$ cat config.mk
export PLATFORM = sky130hd
export DESIGN_NAME = funnel_shift_unit
export DESIGN_NICKNAME = d
export VERILOG_FILES = /design/src/rtl/funnel_shift_pkg.sv /design/src/rtl/funnel_operand_sel.sv /design/src/rtl/funnel_window.sv /design/src/rtl/funnel_shift_unit.sv
export SDC_FILE = /design/constraint.sdc
export NUM_CORES = 1
export LEC_CHECK = 0
export ABC_CLOCK_PERIOD_IN_PS = 3800
export BUFFER_PORTS_ARGS = -buffer_cell sky130_fd_sc_hd__buf_2
export CAP_MARGIN = 20
export CORE_ASPECT_RATIO = 1.1
export CORE_MARGIN = 5
export CORE_UTILIZATION = 60
export DETAILED_ROUTE_END_ITERATION = 10
export GPL_TIMING_DRIVEN = 0
export PLACE_DENSITY_LB_ADDON = 0.3
export SYNTH_ARGS = -nofsm -noshare
export SYNTH_HDL_FRONTEND = slang
export SYNTH_SLANG_ARGS = --single-unit
export TNS_END_PERCENT = 10
$ cat constraint.sdc
create_clock -name vclk -period 3.8
set_clock_uncertainty 0.05 [all_clocks]
set_input_delay 0.19 -clock vclk [all_inputs]
set_output_delay 0.19 -clock vclk [all_outputs]
set_load 0.1 [all_outputs]
$ cat src/rtl/funnel_shift_pkg.sv
package funnel_shift_pkg;

  typedef enum logic [1:0] {
    SHM_LRIGHT = 2'b00,
    SHM_ARIGHT = 2'b01,
    SHM_ROTR   = 2'b10,
    SHM_LLEFT  = 2'b11
  } shift_mode_e;

  // True for the modes that move bits toward the least significant end
  function automatic logic mode_is_right(input shift_mode_e m);
    return (m != SHM_LLEFT);
  endfunction

endpackage

$ cat src/rtl/funnel_operand_sel.sv
// Picks the upper word, lower word and window offset for each mode.
module funnel_operand_sel
  import funnel_shift_pkg::*;
#(
  parameter int W  = 32,
  parameter int AW = $clog2(W) + 1
) (
  input  logic [W-1:0]  a,
  input  logic [AW-1:0] amt,
  input  shift_mode_e   mode,
  output logic [W-1:0]  hi_word,
  output logic [W-1:0]  lo_word,
  output logic [AW-1:0] offset,
  output logic [AW-1:0] amt_eff
);

  localparam logic [AW-1:0] FULL = AW'(W);

  // Amounts beyond the word width act as a full-width shift
  function automatic logic [AW-1:0] saturate_amt(input logic [AW-1:0] x);
    return (x > FULL) ? FULL : x;
  endfunction

  // Rotation offset modulo W (W is a power of two)
  function automatic logic [AW-1:0] wrap_amt(input logic [AW-1:0] x);
    return {1'b0, x[AW-2:0]};
  endfunction

  // Left shift by n is a right window at W - n over {A, 0}
  function automatic logic [AW-1:0] left_offset(input logic [AW-1:0] x);
    return FULL - x;
  endfunction

  assign amt_eff = saturate_amt(amt);

  always_comb begin
    hi_word = '0;
    lo_word = a;
    offset  = amt_eff;
    unique case (mode)
      SHM_LRIGHT: begin
        hi_word = '0;
        lo_word = a;
        offset  = amt_eff;
      end
      SHM_ARIGHT: begin
        hi_word = {W{a[W-1]}};
        lo_word = a;
        offset  = amt_eff;
      end
      SHM_ROTR: begin
        hi_word = a;
        lo_word = a;
        offset  = wrap_amt(amt_eff);
      end
      SHM_LLEFT: begin
        hi_word = a;
        lo_word = '0;
        offset  = left_offset(amt_eff);
      end
      default: begin
        hi_word = '0;
        lo_word = a;
        offset  = amt_eff;
      end
    endcase
  end

endmodule

$ cat src/rtl/funnel_window.sv
// Right-shifts a 2W-bit concatenation through log2 levels of 2:1 muxes
// and returns the low W bits.
module funnel_window #(
  parameter int W  = 32,
  parameter int AW = $clog2(W) + 1
) (
  input  logic [W-1:0]  hi_word,
  input  logic [W-1:0]  lo_word,
  input  logic [AW-1:0] offset,
  output logic [W-1:0]  window
);

  localparam int DW = 2 * W;

  logic [DW-1:0] level [0:AW];

  assign level[0] = {hi_word, lo_word};

  generate
    for (genvar k = 0; k < AW; k++) begin : g_level
      localparam int STEP = 1 << k;
      assign level[k+1] = offset[k] ? (level[k] >> STEP) : level[k];
    end
  endgenerate

  assign window = level[AW][W-1:0];

endmodule

$ cat src/rtl/funnel_shift_unit.sv
module funnel_shift_unit
  import funnel_shift_pkg::*;
#(
  parameter int W  = 32,
  parameter int AW = $clog2(W) + 1
) (
  input  logic [W-1:0]  a_in,
  input  logic [AW-1:0] amt_in,
  input  logic [1:0]    mode_in,
  output logic [W-1:0]  res_out
);

  shift_mode_e   mode_q;
  logic [W-1:0]  sel_hi;
  logic [W-1:0]  sel_lo;
  logic [AW-1:0] sel_offset;
  logic [AW-1:0] sel_amt_eff;
  logic          sel_is_right;

  assign mode_q       = shift_mode_e'(mode_in);
  assign sel_is_right = mode_is_right(mode_q);

  funnel_operand_sel #(.W(W), .AW(AW)) u_sel (
    .a       (a_in),
    .amt     (amt_in),
    .mode    (mode_q),
    .hi_word (sel_hi),
    .lo_word (sel_lo),
    .offset  (sel_offset),
    .amt_eff (sel_amt_eff)
  );

  funnel_window #(.W(W), .AW(AW)) u_win (
    .hi_word (sel_hi),
    .lo_word (sel_lo),
    .offset  (sel_offset),
    .window  (res_out)
  );

endmodule

# Yosys cells after proc, flatten, opt, wreduce, memory -nomap -nowiden
# Index checks and enable logic that the tools add are counted.
# Widths: inputs -> output; s select.
[totals]
register_bits = 0
inputBits = 40
[classes]
mux = 10
n_eq_ne = 3
addsub = 1
order_cmp = 1
n_reduce_logical = 4
[op_table]
columns = ["operator", "count"]
rows = [
  ["$mux 64", 5],
  ["$pmux 32 s3", 1],
  ["$pmux 32 s2", 1],
  ["$mux 32", 1],
  ["$pmux 6 s3", 1],
  ["$gt 6x6->1 const B", 1],
  ["$mux 6", 1],
  ["$sub 6x6->6 const A", 1],
  ["$eq 2x2->1 const B", 2],
  ["$reduce_or 2->1", 2],
  ["$reduce_or 3->1", 1],
  ["$eq 2x1->1 const B", 1],
  ["$logic_not 2->1", 1],
]

# Logic depth before layout (Yosys ltp)
# Gate-level depths: netlist (run 1).
[logic_depth]
depth_word = 10
depth_mapped = 18
ltp_nobuf = 10

# Modules after synthesis
# From an unflattened synthesis (run 1), not the netlist that was laid out.
[hier_totals]
cells_unflattened = 616
hier_area_um2 = 4949.7
[by_module_without_submodules]
columns = ["mod", "area_each_um2", "cells_per_inst", "n_inst"]
rows = [
  ["funnel_window", 4272.8, 480, 1],
  ["funnel_operand_sel", 676.9, 136, 1],
]

# Worst setup path after synthesis (run 1)
# No wires, ideal clock.
[synth_timing]
path_kind = "input-to-output"
from = "input amt_in[5]"
to = "output res_out[6]"
arrival_time_ns = 5.120
path_stages = 15
slack_ns = -1.560
path_cell_list = "buf_6 > nor2b_4 > buf_8 > buf_8 > inv_2 > buf_4 > buf_2 > ha_1 > and3_1 > a21oi_2 > mux2i_1 > o22ai_2 > o22ai_1 > a221oi_2 > a221oi_1"
[synth_between]
elab_chain_cells = 10
[synth_rtl]
columns = ["element", "line", "text"]
rows = [
  ["from (decl)", "funnel_shift_unit.sv:8", "input logic [AW-1:0] amt_in,"],
  ["$gt 6x6->1", "funnel_operand_sel.sv:21", "return (x > FULL) ? FULL : x;"],
  ["$mux 6 (*)", "funnel_operand_sel.sv:21", ""],
  ["$sub 6x6->6", "funnel_operand_sel.sv:31", "return FULL - x;"],
  ["$pmux 6 s3 (*)", "funnel_operand_sel.sv:40", "unique case (mode)"],
  ["$mux 64 (5 in a row)", "funnel_window.sv:22", "assign level[k+1] = offset[k] ? (level[k] >> STEP) : level[k];"],
  ["$mux 32 (*)", "funnel_window.sv:22", ""],
  ["to (decl)", "funnel_shift_unit.sv:10", "output logic [W-1:0] res_out"],
]
# Mark *: on every way between the ends. The rest lies on a longest branch, timed or not.

# Worst setup path in the final report (run 1)
[layout_timing]
from = "input amt_in[5]"
to = "output res_out[7]"
# Same word-level chain as after synthesis.

==> metrics.md, run 1 <==
| Metric | Value |
|---|---|
| Outcome | `complete, no violations` |
| Tightest Pin Transition | `1.032 ns` |
| Fin util | `77.66%` |
| Dpl ws | `-0.4462 ns` |
| Largest net degree at the start of global routing | `11` |
| Global-route wire length before repair | `29660 um` |
| Relative max-transition margin | `31.17%` |
| CP Data Arrival Time | `3.49 ns` |
| Final Hold Viols | `0` |
| Port buffer count | `72` |
| Storage element area | `0 um2` |
| ANT nets after route | `0` |
| Tot Pwr | `0.001690 W` |
| Crit path required time | `3.56 ns` |
| CP Capture Point | `res_out[7]` |
| Mapped Cells | `536` |
| Pleak | `2.028 nW` |
| Metal-1 WL | `6452 um` |
| Max stage delay on crit path | `0.40 ns` |
| Final setup viols | `0` |
| Met3 wire length | `3069 um` |
| Vias in the first global route | `5348` |
| Highest Signal Layer | `met4` |
| Area growth from synthesis to layout | `25.56%` |
| NumNets Final | `659` |
| Mapped Nets | `577` |
| Site row count | `31` |
| Syn. warnings | `0` |
| Residual DRC | `0` |
| Yosys top cell by area | `mux4_2` |
| RD Place Congestion | `1.090` |
| Gr ovfl total | `0` |
| RSZ-0062 raised after global routing | `false` |
| Commonest non-fill, non-tap cell in the layout | `nand2_1` |
| Antenna Cells | `0` |
| I/O pin cnt | `72` |
| Setup TNS | `0 ns` |
| Iter 0 DRT Violations | `1010` |
| Critical Path Start Type | `input port` |
| Sequential cells | `0` |
| Layout clock buffer count | `0` |
| Final period util | `98.07%` |
| Met2 WL post-DR | `8288 um` |
| Core Region | `6633 um2` |
| Final min period | `3.727 ns` |
| DR pass1 iterations | `9` |
| Most Frequent Cell on Critical Path | `buf_8` |
| CP Launch Point | `amt_in[5]` |
| Worst Setup Slack, final | `0.07330 ns` |
| Total track usage | `43.55%` |
| Distinct cells, synth | `76` |
| DPL Wire Length | `14600 um` |
| Crit Path Class | `input port to primary output` |
| Share of cells above drive strength 1 | `38.47%` |
| PD cells | `328.1 nW/um2` |
| Synth area leaders | `mux4_2 (13%), mux2i_1 (9.3%), nand2_1 (8.2%), a21oi_1 (6.3%), mux4_1 (4.5%)` |
| Vias/cell | `8.203` |
| Die Ht | `96.73 um` |
| Min-Delay Path Class | `input port to primary output` |
| Endpoint class of the critical path | `primary output` |
| VDD IR max | `311.2 uV` |
| Crit-path max FO | `12` |
| # Max-Cap Violations | `0` |
| DIE WIDTH | `88.84 um` |
| Crit path cell chain | `buf_2, buf_6, nor2b_4, buf_8, buf_12, inv_4, buf_8, ha_1, and3_4, a21o_1, buf_8, clkbuf_16, mux4_2, a22oi_1, nor2_1, nor3_1, o22ai_2, buf_4` |
| Mean routed wirelength per cell | `27.94 um` |
| Synth top area share | `13.17%` |
| Die ar. | `8593 um2` |
| CP max-delay cell | `mux4_2` |
| Commonest cells after routing, fill and taps aside | `nand2_1 (89), buf_2 (54), a21oi_1 (46)` |
| Count of pins over their slew limit | `0` |
| Synthesized cell area | `4103 um2` |
| Final wirelength | `19500 um` |
| Via count | `5726` |
| Sequential-to-total area share from yosys stat | `0%` |
| Initial core utilization | `61.86%` |
| Antenna violations before repair | `0` |
| Syn_area_per_cell | `7.654 um2` |
| FMAX | `268.3 MHz` |
==> worst max-delay path: cells and delay by family <==
family / cells / cell delay, ns
AO/OA/AOI/OAI: 3 / 0.68
adder cells (fa/ha/maj): 1 / 0.29
buffers and inverters: 9 / 1.25
multiplexers: 1 / 0.40
AND/OR/NAND/NOR: 4 / 0.64
==> per-stage QoR <==
| stage | std cells | hold WS, ns | instance area, um2 |
|---|---|---|---|
| floorplan | 536 | 0.9986 | 4272 |
| global placement | 690 | 1.278 | 4735 |
| detailed placement | 690 | 1.278 | 4735 |
| CTS | 694 | 1.203 | 4956 |
| global route | 698 | 1.246 | 5151 |
| finish | 698 | 1.224 | 5151 |
==> worst min path at each step <==
stage / startpoint / cells past startpoint / to
floorplan: a_in[7] / 6 / res_out[1]
global placement: a_in[30] / 6 / res_out[30]
detailed placement: a_in[30] / 6 / res_out[30]
CTS: a_in[31] / 5 / res_out[31]
global route: a_in[31] / 5 / res_out[31]
finish: a_in[31] / 5 / res_out[31]
==> area by class of cell <==
cell class | count | area, um2
buffer | 51 | 430.4
fill | 496 | 1481
inverter | 4 | 17.52
multi-input combinational | 480 | 3990
tap | 82 | 102.6
timing repair buffer | 81 | 610.6
==> power by group <==
part           switching, W  leakage, nW  internal [W]  total (W)
clock                     0            0             0          0
sequential                0            0             0          0
combinational       0.00119         2.03      0.000499    0.00169
==> synthesized netlist by cell type (4+ instances only) <==
library cell,count
o21ai_0,26
o2bb2ai_1,4
a211oi_1,9
a21oi_1,52
mux4_1,7
o221ai_1,18
a22oi_1,10
buf_6,7
a31oi_1,5
clkbuf_1,10
mux2_2,9
a22o_1,4
a221oi_1,5
buf_8,4
nor3_1,20
buf_2,15
mux4_2,24
mux2i_1,38
o22ai_1,13
nand2_1,90
nor2_1,37
o211ai_1,15
o21ai_1,4
a21o_1,4
buf_4,9
clkbuf_8,6
a221oi_2,5
a32oi_1,4
nand3_1,15
==> layer usage <==
layer	GRT usage (%)	vias up
li1	-	2311
met1	56.06	2539
met2	65.26	675
met3	11.98	201
met4	22.79	0
met5	0	-
==> what timing repair did <==
item / in CTS / in global routing
gates cloned: 0 / 1
setup buffers: 4 / 4
endpoints found under the hold margin: 0 / 0
gates resized for setup: 51 / 36
setup endpoints to repair: 32 / 31
hold buffers: 0 / 0
pin swaps: 4 / 4
==> cell families after synthesis <==
kind of cell | count (synthesis) | share of synthesized area, %
AO/OA/AOI/OAI | 208 | 36.26
AND/OR/NAND/NOR | 188 | 21.23
multiplexers | 81 | 30.89
buffers and inverters | 56 | 10.25
XOR/XNOR | 2 | 1.068
adder cells (fa/ha/maj) | 1 | 0.3049
Note: power is estimated with default switching activity, not from simulation.
==> run 2, diff against run 1 <==
Settings changed: CELL_PAD_IN_SITES_DETAIL_PLACEMENT set to 2, CELL_PAD_IN_SITES_GLOBAL_PLACEMENT set to 2, CORE_UTILIZATION 60 to 34.
==> metrics.md, run 2 (same netlist as run 1, synthesis figures left out) <==
| Metric | Value |
|---|---|
| Final setup viols | `0` |
| Die ar. | `14370 um2` |
| Crit Path Class | `input port to primary output` |
| Finished Layout Cells | `771` |
| Count of pins over their slew limit | `0` |
| Mean routed wirelength per cell | `31.83 um` |
| Gr ovfl total | `0` |
| PD cells | `328.3 nW/um2` |
| Storage element area | `0 um2` |
| ANT nets after route | `0` |
| Relative max-transition margin | `30.33%` |
| Tightest Pin Transition | `1.045 ns` |
| Vias/cell | `7.170` |
| DPL Wire Length | `19240 um` |
| Area growth from synthesis to layout | `28.79%` |
| Sequential cells | `0` |
| Endpoint class of the critical path | `primary output` |
| Final min period | `3.717 ns` |
| Layout clock buffer count | `0` |
| Global-route wire length before repair | `36100 um` |
| Share of cells above drive strength 1 | `39.77%` |
| Outcome | `complete, no violations` |
| Vias in the first global route | `5789` |
| Final period util | `97.81%` |
| Initial core utilization | `34.39%` |
| Via count | `5528` |
| Setup TNS | `0 ns` |
| Pleak | `2.033 nW` |
| Commonest cells after routing, fill and taps aside | `nand2_1 (88), buf_2 (53), a21oi_1 (45)` |
| Fin util | `44.29%` |
| Crit-path max FO | `10` |
| Critical Path Start Type | `input port` |
| Site row count | `42` |
| I/O pin cnt | `72` |
| Crit path required time | `3.56 ns` |
| Total track usage | `32.29%` |
| NumNets Final | `659` |
| DIE WIDTH | `114.7 um` |
| Largest net degree at the start of global routing | `11` |
| Commonest non-fill, non-tap cell in the layout | `nand2_1` |
| Min-Delay Path Class | `input port to primary output` |
| Core Region | `11930 um2` |
| # Max-Cap Violations | `0` |
| VDD IR max | `186.7 uV` |
| Port buffer count | `72` |
| Fillers | `1334` |
| Placed cell count | `762` |
| RSZ-0062 raised after global routing | `false` |
| Residual DRC | `0` |
| Final Hold Viols | `0` |
| Final wirelength | `24540 um` |
| CP Data Arrival Time | `3.48 ns` |
| Antenna violations before repair | `1` |
| FMAX | `269.0 MHz` |
| WHS | `1.203 ns` |
| DR pass1 iterations | `5` |
| RD Place Congestion | `0.9589` |
| Iter 0 DRT Violations | `474` |
| Die Ht | `125.2 um` |
run 2: changes by cell type in the layout (fill, tap and decap cells not counted), sizes merged:
cell    before  now
buf        113  115
clkbuf      19   17
diode        0    1
run 2: worst paths after layout:
check | end | depth (start not counted) | slack [ns] | start
worst max-delay path | res_out[22] | 19 | 0.08 | amt_in[0]
worst min-delay path | res_out[7] | 5 | 1.20 | amt_in[5]
run 2: routing by layer:
layer / part of all wire (%) / GRT usage, % / wire length [um] / vias up
li1: - / - / - / 2309
met1: 40 / 41.96 / 9788 / 2790
met2: 47 / 54.03 / 11550 / 336
met3: 7.8 / 3.818 / 1923 / 93
met4: 5.2 / 12.98 / 1277 / 0
met5: 0 / 0 / 0 / -
run 2: power by group:
group	total (W)	internal [W]	switching, W
Clock	0.0000000000352	0.0000000000352	0
Combinational	0.00173	0.000502	0.00123
Sequential	0	0	0
run 2: timing repair:
item	CTS	global route
pin swaps	5	4
hold buffers	0	0
cloned	0	1
gates resized for setup	83	15
setup endpoints to repair	32	32
buffers inserted	6	2
run 2: stage by stage:
step | setup WS (ns) | power (W) | area [um2]
after CTS | 0.02619 | 0.001677 | 5190
after global routing | 0.0007006 | 0.001786 | 5284
after detailed placement | -0.5938 | 0.001552 | 4825
final | 0.08308 | 0.001735 | 5284
after floorplan | -0.4905 | 0.001178 | 4272
after global placement | -0.5779 | 0.001527 | 4825
run 2: cell type report:
type / instances / area, um2 / share of cell area, %
Timing Repair Buffer: 81 / 598.1 / 11.32
Tap cell: 154 / 192.7 / 3.647
Antenna cell: 1 / 2.502 / 0.04736
Multi-Input combinational cell: 480 / 4039 / 76.44
Buffer: 51 / 436.7 / 8.264
Inverter: 4 / 15.01 / 0.2842
run 2: worst max-delay path, stage by stage:
cell and delay [ns]:
buf_2 0.13, nor2b_4 0.13, buf_8 0.13, buf_12 0.12, inv_2 0.08, buf_6 0.16, buf_8 0.17, ha_4 0.21
and3_4 0.19, a21o_1 0.18, buf_8 0.16, clkbuf_16 0.16, buf_4 0.13, a21o_1 0.18, a21oi_2 0.22, o22ai_2 0.17
a221oi_2 0.41, o22ai_2 0.11, buf_4 0.24
==> run 3, diff against run 2 <==
Settings changed: CORE_UTILIZATION 34 to 36, SYNTH_HIERARCHICAL set to 1.
==> metrics.md, run 3 <==
| Metric | Value |
|---|---|
| Outcome | `complete, no violations` |
| VDD IR max | `116.1 uV` |
| DR pass1 iterations | `7` |
| Placement Cell Area | `5525 um2` |
| Site row count | `44` |
| Synthesized cell area | `4936 um2` |
| Fillers | `1564` |
| Die Ht | `132.8 um` |
| Share of cells above drive strength 1 | `33.04%` |
| Storage element area | `0 um2` |
| Die ar. | `16160 um2` |
| ANT nets after route | `0` |
| DPL Wire Length | `24400 um` |
| Final min period | `3.781 ns` |
| Iter 0 DRT Violations | `759` |
| WP buf/inv | `6` |
| WHS | `1.491 ns` |
| Antenna violations before repair | `0` |
| Max stage delay on crit path | `0.67 ns` |
| Crit-path max FO | `10` |
| Tot Pwr | `0.001887 W` |
| CP Data Arrival Time | `3.54 ns` |
| Most Frequent Cell on Critical Path | `buf_2` |
| Core Region | `13320 um2` |
| Relative max-transition margin | `49.25%` |
| Final period util | `99.51%` |
| PD cells | `335.8 nW/um2` |
| Crit Path Class | `input port to primary output` |
| Endpoint class of the critical path | `primary output` |
| I/O pin cnt | `72` |
| Vias in the first global route | `6470` |
| Syn_area_per_cell | `8.052 um2` |
| FMAX | `264.5 MHz` |
| Port buffer count | `70` |
| Gr ovfl total | `0` |
| Non-Filler Cell Area, Final | `5620 um2` |
| Multi-input combinational cell area | `4582 um2` |
| Sequential cells | `0` |
| Antenna Cells | `0` |
| Mean routed wirelength per cell | `33.73 um` |
| Final wirelength | `29280 um` |
| DIE WIDTH | `121.6 um` |
| CP Launch Point | `amt_in[5]` |
| Min-Delay Path Class | `input port to primary output` |
| Fin util | `42.19%` |
| Crit path required time | `3.56 ns` |
| Critical Path Start Type | `input port` |
| Mapped Cells | `613` |
| Count of pins over their slew limit | `0` |
| Via count | `6174` |
| Delay-heaviest family, CP | `buffers and inverters` |
| Initial core utilization | `37.05%` |
| Residual DRC | `0` |
| RD Place Congestion | `0.9966` |
| Final setup viols | `0` |
| Layout clock buffer count | `0` |
| CP max-delay cell | `a2111oi_1` |
| # Max-Cap Violations | `0` |
| Mapped Nets | `654` |
| Total track usage | `35.57%` |
| NumNets Final | `727` |
| Syn. warnings | `6` |
| Crit path cell chain | `buf_2, nand2b_1, ha_1, nand2_1, o21ai_0, buf_6, buf_12, buf_6, buf_2, mux4_2, mux2i_1, a2111oi_1, a211o_1, buf_2` |
| # hold bufs at CTS | `0` |
| Final Hold Viols | `0` |
| CP Capture Point | `res_out[12]` |
| Largest net degree at the start of global routing | `11` |
| Setup TNS | `0 ns` |
| Commonest cells after routing, fill and taps aside | `nand2_1 (128), buf_2 (77), mux4_2 (64)` |
| Pleak | `2.315 nW` |
| Commonest non-fill, non-tap cell in the layout | `nand2_1` |
| Vias/cell | `7.113` |
| Area growth from synthesis to layout | `13.87%` |
| RSZ-0062 raised after global routing | `true` |
| Crit path depth | `14` |
| Tightest Pin Transition | `0.7613 ns` |
| Global-route wire length before repair | `43490 um` |
[run 3: changes by cell type in the layout (fill, tap and decap cells not counted), sizes merged, moves of 19 or more]
cell	before	now
a21oi	55	19
and2	1	37
clkbuf	17	38
mux4	32	69
nand2	93	129
o21ai	30	11
[run 3: how the worst min path moves through the flow]
stage / startpoint / endpoint / depth (start not counted)
2_1_floorplan: amt_in[4] / res_out[14] / 5
3_3_place_gp: a_in[5] / res_out[3] / 8
3_5_place_dp: a_in[31] / res_out[31] / 7
4_1_cts: a_in[2] / res_out[0] / 7
5_1_grt: a_in[31] / res_out[31] / 7
6_report: a_in[5] / res_out[3] / 8
[run 3: power breakdown]
group / total, W / internal [W] / switching (W)
logic: 0.00189 / 0.000526 / 0.00136
clock network: 0 / 0 / 0
registers: 0 / 0 / 0
total: 0.00189 / 0.000526 / 0.00136
[run 3: tightest hold or removal path: stages]
cell and delay, ns:
buf_2 0.09, and2_1 0.14, mux2i_1 0.15, nand2_1 0.10
a31o_2 0.15, o211ai_1 0.07, o221ai_1 0.10, clkbuf_4 0.35
[run 3: metrics by stage]
stage	cells	setup WS [ns]
finish	868	0.01862
global route	868	-0.07372
CTS	868	0.0008724
detailed placement	867	-0.5922
global placement	867	-0.6269
floorplan	613	-0.2542
[run 3: cell type report]
cell class	instances	area share, %
multi-input combinational	539	81.52
timing repair buffer	71	6.946
inverter	7	0.4675
tap	184	4.096
buffer	67	6.968
[run 3: timing repair]
| item | in CTS | in global routing |
|---|---|---|
| resized for setup | 19 | 23 |
| endpoints found under the setup margin | 32 | 29 |
| pin swaps | 1 | 0 |
| buffers inserted | 1 | 0 |
[run 3: routing by layer]
layer | up-vias | wire length [um] | track usage (%)
met4 | 0 | 1407 | 14.07
met3 | 89 | 2600 | 4.740
met2 | 477 | 14260 | 60.98
met1 | 3092 | 11010 | 44.92
li1 | 2516 | - | -
met5 | - | 0 | 0
